`config.mk`:
```
export PLATFORM = sky130hd
export DESIGN_NAME = dec_fwd_unit
export DESIGN_NICKNAME = d
export VERILOG_FILES = /design/src/rtl/dec_fwd_pkg.sv /design/src/rtl/dec_fwd_match.sv /design/src/rtl/dec_fwd_mux.sv /design/src/rtl/dec_fwd_opreg.sv /design/src/rtl/dec_fwd_unit.sv
export SDC_FILE = /design/constraint.sdc
export NUM_CORES = 1
export LEC_CHECK = 0
export BUFFER_PORTS_ARGS = -buffer_cell sky130_fd_sc_hd__buf_2
export CAP_MARGIN = 20
export CORE_MARGIN = 1.5
export CORE_UTILIZATION = 30
export CTS_CLUSTER_DIAMETER = 80
export DETAILED_ROUTE_END_ITERATION = 6
export GPL_TIMING_DRIVEN = 0
export REMOVE_ABC_BUFFERS = 1
export SLEW_MARGIN = 10
export SYNTH_ARGS = -nofsm -noshare
export SYNTH_HDL_FRONTEND = slang
export SYNTH_SLANG_ARGS = --single-unit
```
`constraint.sdc`:
```
create_clock -name clk_i -period 1.72 [get_ports clk_i]
set_input_delay 0.172 -clock clk_i [delete_from_list [all_inputs] [get_ports clk_i]]
set_output_delay 0.172 -clock clk_i [all_outputs]
set_load 0.01 [all_outputs]
```
`src/rtl/dec_fwd_pkg.sv`:
```
package dec_fwd_pkg;
  typedef enum logic [1:0] {
    FWD_RF  = 2'b00,
    FWD_EX  = 2'b01,
    FWD_MEM = 2'b10
  } fwd_sel_e;
  localparam int unsigned NUM_SRC = 2;
endpackage

```
`src/rtl/dec_fwd_match.sv`:
```
module dec_fwd_match
  import dec_fwd_pkg::*;
#(
  parameter int unsigned IDX_W = 5
) (
  input  logic [IDX_W-1:0] src_idx_i,
  input  logic [IDX_W-1:0] ex_dst_i,
  input  logic             ex_wen_i,
  input  logic [IDX_W-1:0] mem_dst_i,
  input  logic             mem_wen_i,
  output logic [1:0]       sel_o
);
  logic src_live, hit_ex, hit_mem;

  assign src_live = |src_idx_i;
  assign hit_ex   = src_live && ex_wen_i  && (src_idx_i == ex_dst_i);
  assign hit_mem  = src_live && mem_wen_i && (src_idx_i == mem_dst_i);

  // nearer producer first
  always_comb begin
    if (hit_ex)       sel_o = FWD_EX;
    else if (hit_mem) sel_o = FWD_MEM;
    else              sel_o = FWD_RF;
  end
endmodule

```
`src/rtl/dec_fwd_mux.sv`:
```
module dec_fwd_mux
  import dec_fwd_pkg::*;
#(
  parameter int unsigned DATA_W = 32
) (
  input  logic [1:0]        sel_i,
  input  logic [DATA_W-1:0] rf_i,
  input  logic [DATA_W-1:0] ex_i,
  input  logic [DATA_W-1:0] mem_i,
  output logic [DATA_W-1:0] val_o
);
  always_comb begin
    case (sel_i)
      FWD_EX:  val_o = ex_i;
      FWD_MEM: val_o = mem_i;
      default: val_o = rf_i;  // 00 and unused 11
    endcase
  end
endmodule

```
`src/rtl/dec_fwd_opreg.sv`:
```
module dec_fwd_opreg #(
  parameter int unsigned DATA_W = 32
) (
  input  logic              clk_i,
  input  logic              rst_ni,
  input  logic [DATA_W-1:0] d_i,
  output logic [DATA_W-1:0] q_o
);
  always_ff @(posedge clk_i or negedge rst_ni) begin
    if (!rst_ni) q_o <= '0;
    else         q_o <= d_i;
  end
endmodule

```
`src/rtl/dec_fwd_unit.sv`:
```
module dec_fwd_unit
  import dec_fwd_pkg::*;
#(
  parameter int unsigned IDX_W  = 5,
  parameter int unsigned DATA_W = 32
) (
  input  logic              clk_i,
  input  logic              rst_ni,
  input  logic [IDX_W-1:0]  rs_idx_i,
  input  logic [IDX_W-1:0]  rt_idx_i,
  input  logic [IDX_W-1:0]  ex_dst_i,
  input  logic              ex_wen_i,
  input  logic [IDX_W-1:0]  mem_dst_i,
  input  logic              mem_wen_i,
  input  logic [DATA_W-1:0] rf_rs_data_i,
  input  logic [DATA_W-1:0] rf_rt_data_i,
  input  logic [DATA_W-1:0] ex_alu_i,
  input  logic [DATA_W-1:0] mem_res_i,
  output logic [1:0]        sel_rs_o,
  output logic [1:0]        sel_rt_o,
  output logic [DATA_W-1:0] opnd_rs_o,
  output logic [DATA_W-1:0] opnd_rt_o
);
  logic [IDX_W-1:0]  src_idx [NUM_SRC];
  logic [DATA_W-1:0] rf_val  [NUM_SRC];
  logic [1:0]        sel     [NUM_SRC];
  logic [DATA_W-1:0] pick    [NUM_SRC];
  logic [DATA_W-1:0] opnd    [NUM_SRC];

  assign src_idx[0] = rs_idx_i;
  assign src_idx[1] = rt_idx_i;
  assign rf_val[0]  = rf_rs_data_i;
  assign rf_val[1]  = rf_rt_data_i;

  for (genvar g = 0; g < NUM_SRC; g++) begin : g_src
    dec_fwd_match #(.IDX_W(IDX_W)) u_match (
      .src_idx_i (src_idx[g]),
      .ex_dst_i  (ex_dst_i),
      .ex_wen_i  (ex_wen_i),
      .mem_dst_i (mem_dst_i),
      .mem_wen_i (mem_wen_i),
      .sel_o     (sel[g])
    );
    dec_fwd_mux #(.DATA_W(DATA_W)) u_mux (
      .sel_i (sel[g]),
      .rf_i  (rf_val[g]),
      .ex_i  (ex_alu_i),
      .mem_i (mem_res_i),
      .val_o (pick[g])
    );
    dec_fwd_opreg #(.DATA_W(DATA_W)) u_reg (
      .clk_i  (clk_i),
      .rst_ni (rst_ni),
      .d_i    (pick[g]),
      .q_o    (opnd[g])
    );
  end

  assign sel_rs_o  = sel[0];
  assign sel_rt_o  = sel[1];
  assign opnd_rs_o = opnd[0];
  assign opnd_rt_o = opnd[1];
endmodule

```
Word-level counts from Yosys, hierarchy flattened
Index checks and enable logic that the tools add are counted.

Flip-flop bits (word level): 64. Input bits: 152.

Equal/unequal tests: 8. Reduce and logical (&&, ||, !) cells: 10. Multiplexer cells: 6.

Operators with widths (number): $pmux 32 s2 (2); $eq 5x5->1 (4); $reduce_or 5->1 (2); $logic_and 1x1->1 (8); $mux 2 (4); $eq 2x1->1 const B (2); $eq 2x2->1 const B (2).

Depth between registers and ports, before layout
Depth after elaboration: 7. Depth in mapped cells: 6.

By module
Synthesis repeated with hierarchy kept, for this count alone.

Cells, all modules: 328. Area, all modules: 3168.0 um^2.

Modules (own cells, without submodules): dec_fwd_opreg (area each 800.8 um^2, seq. area each 800.8 um^2, cells each 32, instances 2); dec_fwd_mux (area each 636.9 um^2, seq. area each 0.0 um^2, cells each 113, instances 2); dec_fwd_match (area each 146.4 um^2, seq. area each 0.0 um^2, cells each 19, instances 2).

Worst setup path after synthesis
No wires, ideal clock.

Path type: input -> output. Start: input port rt_idx_i[3]. End: output port sel_rt_o[1]. Path buffers: 1. Setup slack: 0.005 ns. Data required time: 1.548 ns. Data arrival time: 1.543 ns. Stages on the path: 6. Path through: or4_4 -> o211ai_2 -> or2_2 -> buf_2 -> inv_1 -> nor3_1.

Elaborated cells on any way between the ends: 9. Those cells by class: eq/ne: 2; mux: 2; reduce/logical: 5.

RTL lines: start, declared (RTL line dec_fwd_unit.sv:10) `input logic [IDX_W-1:0] rt_idx_i,`; $reduce_or 5->1 (RTL line dec_fwd_match.sv:15) `assign src_live = |src_idx_i;`; $logic_and 1x1->1 (RTL line dec_fwd_match.sv:16) `assign hit_ex = src_live && ex_wen_i && (src_idx_i == ex_dst_i);`; $logic_and 1x1->1 (*) (RTL line dec_fwd_match.sv:16); net g_src[1].u_match.hit_ex (RTL line dec_fwd_match.sv:13) `logic src_live, hit_ex, hit_mem;`; $mux 2 (*) (RTL line dec_fwd_match.sv:21) `if (hit_ex) sel_o = FWD_EX;`; end, declared (RTL line dec_fwd_unit.sv:20) `output logic [1:0] sel_rt_o,`.

The timed path passes the listed nets; every way through them passes the cells marked *.

Worst setup path after layout
Start: input port rs_idx_i[4]. End: output port sel_rs_o[1].

Cells in the longest elaborated chain, start to end: 5. Elaborated cells on any way between the ends: 9. Those cells by class: eq/ne: 2; mux: 2; reduce/logical: 5.

RTL lines: start, declared (RTL line dec_fwd_unit.sv:9) `input logic [IDX_W-1:0] rs_idx_i,`; $reduce_or 5->1 (RTL line dec_fwd_match.sv:15); $logic_and 1x1->1 (2 in series) (RTL line dec_fwd_match.sv:17) `assign hit_mem = src_live && mem_wen_i && (src_idx_i == mem_dst_i);`; $mux 2 (RTL line dec_fwd_match.sv:22) `else if (hit_mem) sel_o = FWD_MEM;`; $mux 2 (*) (RTL line dec_fwd_match.sv:21); end, declared (RTL line dec_fwd_unit.sv:19) `output logic [1:0] sel_rs_o,`.

Every way passes the cells marked *; elsewhere a longest branch is shown, timed or not.

==> flow_summary.ini <==
[outcome]
status = finished, violations left
violations = negative setup slack

[cells_and_area]
fin_cells = 808
regMostFlops = g_src.u_reg.q_o
area_delta_synth_final_pct = 51.26
largest_reg_flops = 64
layout_commonest_cell = buf_2
final_cell_mix = 213 x buf_2, 64 x nor3_1, 64 x dfrtp_1
top_regs = g_src.u_reg.q_o x64
fin_nets = 809
drive_above_1_share = 0.4297
finish.utilization = 0.4633
final_cell_area_um2 = 5542
insertedDiodeCount = 0

[clock_network]
cts_buffer_depth = 2
cts_root_buf = clkbuf_16
cts_buffers = 9
ctsHtreeMaxLevel = 3
clkTransAtPathRegs_ns = 0.06
cts_tree = built
cts_sinks = 64

[floorplan]
ios = 220
dieArea_um2 = 12880
core_area_um2 = 11960
initial_utilization = 0.3063
fp.dieW_um = 113.5
rows = 40
die_h_um = 113.5

[yosys]
synth-simple-area-share = 0.2073
synth_xor_area_frac = 0.04781
synth-compound-area-share = 0.2145
yosys_warnings = 0
syn_inst = 439
ys_ff_latch = 64
synth_top_area_frac = 0.4372
synth_top_family_by_area = compound AO/OA/AOI/OAI gates
yosysTopAreaCell = dfrtp_1
avgSynthCellArea_um2 = 8.345
synthTopCellsByArea = dfrtp_1 44%, a31oi_1 11%, nor3_1 9.0%
seq_area_frac_synth = 0.4372
netlist_area_um2 = 3664
ys_types = 22
synthMuxAreaShare = 0
synthAdderAreaFrac = 0

[sta]
drv_slew = 0
rsz0062_at_grt = yes
finalSetupViolations = 25
fin_setup_tns_ns = -1.194
slew_headroom = 0.4776
worst_slew_pin_slew_ns = 0.7836
hold_viol = 0
period_needed_ns = 1.814
finalCritPeriodShare = 1.055
timing.fmax_mhz = 551.2
layout_setup_ws_ns = -0.09426

[setup_path]
criticalPathCategory = in -> out
crit_path_start_kind = primary input
cp_data_required_time_ns = 1.55
critPathCaptureType = output pin
crit_arrival_ns = 1.64
worstPathMaxFanout = 33

[pwr]
peakVddDrop_mv = 0.3631
p_leak_nw = 2.482
p_per_area_nw_per_um2 = 798.1

[detailed_routing]
viasPerCell = 5.585
met1Wirelength_um = 6671
drc = 0
top_layer_used = met4
vias = 4513
avgRoutedWirePerCell_um = 19.88
firstDrtPassIters = 5
drtIter0Drc = 349
dr_wl_met2_um = 7578
antenna_left = 0
wl_um = 16060
wl_met3_um = 1384

[worst_hold_path]
hold_path_end = g_src[0].u_reg.q_o[22]
hp-class = in -> reg
worstHoldStart = rf_rs_data_i[22]
min_path_cells = 3

[place]
placed_cell_area_um2 = 5031
gp_congestion = 0.7931
dp_cells = 770
io_buffer_count = 219
place.detailed.hpwl_um = 10240

[run]
drv_cap = 0

[grt]
gr-total-overflow = 0
grtUsageTotal = 0.2446
grt_pass1_wl_um = 23980
grt_pass1_vias = 4367
grt_max_degree = 54
antenna_found_initial = 0
==> synthesized netlist by cell type <==
cell,number
or4_4,2
nand3_1,32
dfrtp_1,64
o21a_1,1
and4_1,1
nand4_1,4
o31a_1,1
xnor2_1,20
buf_4,2
o211a_1,1
o211ai_2,4
or2_2,1
or2_1,1
o21ai_0,63
or3_1,32
clkbuf_1,29
nor3_1,66
inv_2,1
a31oi_1,63
clkbuf_2,2
buf_2,16
inv_1,33
==> timing repair <==
item | in CTS | in global routing
hold buffers | 1 | 0
gates cloned | 3 | 1
gates resized for setup | 17 | 4
pin swaps | 13 | 7
setup buffers | 16 | 2
setup endpoints to repair | 68 | 47
endpoints found under the hold margin | 38 | 0
==> worst max-delay path by stage <==
| stage | startpoint | end | slack (ns) | cells past startpoint |
|---|---|---|---|---|
| floorplan | rs_idx_i[0] | sel_rs_o[1] | -1.04 | 5 |
| global placement | rs_idx_i[0] | sel_rs_o[1] | -2.44 | 7 |
| global route | rs_idx_i[4] | sel_rs_o[1] | -0.13 | 8 |
| CTS | rs_idx_i[4] | sel_rs_o[1] | -0.12 | 8 |
| detailed placement | rs_idx_i[0] | sel_rs_o[1] | -1.25 | 8 |
| finish | rs_idx_i[4] | sel_rs_o[1] | -0.09 | 7 |
==> final cells by class <==
class | instances | area [um^2]
clock buffers | 12 | 256.5
flip-flops and latches | 64 | 1602
multi-input cells | 296 | 1813
clock inverters | 3 | 17.52
repair buffers | 252 | 1539
inverters | 34 | 130.1
well taps | 147 | 183.9
fillers | 1200 | 6420
==> critical path, cell delays in order <==
cell and delay (ns):
buf_8 0.10, or4_4 0.55, buf_4 0.18, o211ai_4 0.23
buf_16 0.20, nor3_2 0.06, buf_2 0.13
==> metrics by stage <==
| step | hold WS, ns | power, mW | setup slack [ns] |
|---|---|---|---|
| 6_report | 0.1122 | 4.423 | -0.09426 |
| 2_1_floorplan | -0.1236 | 2.039 | -1.036 |
| 4_1_cts | 0.1040 | 4.455 | -0.1170 |
| 3_5_place_dp | 0.03781 | 2.656 | -1.254 |
| 5_1_grt | 0.1144 | 4.611 | -0.1266 |
| 3_3_place_gp | 0.4539 | 2.529 | -2.439 |
==> where the power goes <==
| part | internal, mW | switching [mW] |
|---|---|---|
| registers | 1.62 | 0.0284 |
| clock network | 1.04 | 0.671 |
| logic | 0.447 | 0.618 |
| total | 3.11 | 1.32 |
==> metal layers <==
metal,GRT usage,up-vias
met5,0,-
met4,0.1033,0
met3,0.05526,33
met2,0.3888,254
met1,0.3210,2186
li1,-,2040
==> cells by family after synthesis <==
family                 after synthesis
AO/OA/AOI/OAI                      133
XOR/XNOR                            20
buffers and inverters               83
flip-flops                          64
AND/OR/NAND/NOR                    139
(Power assumes the default switching activity.)
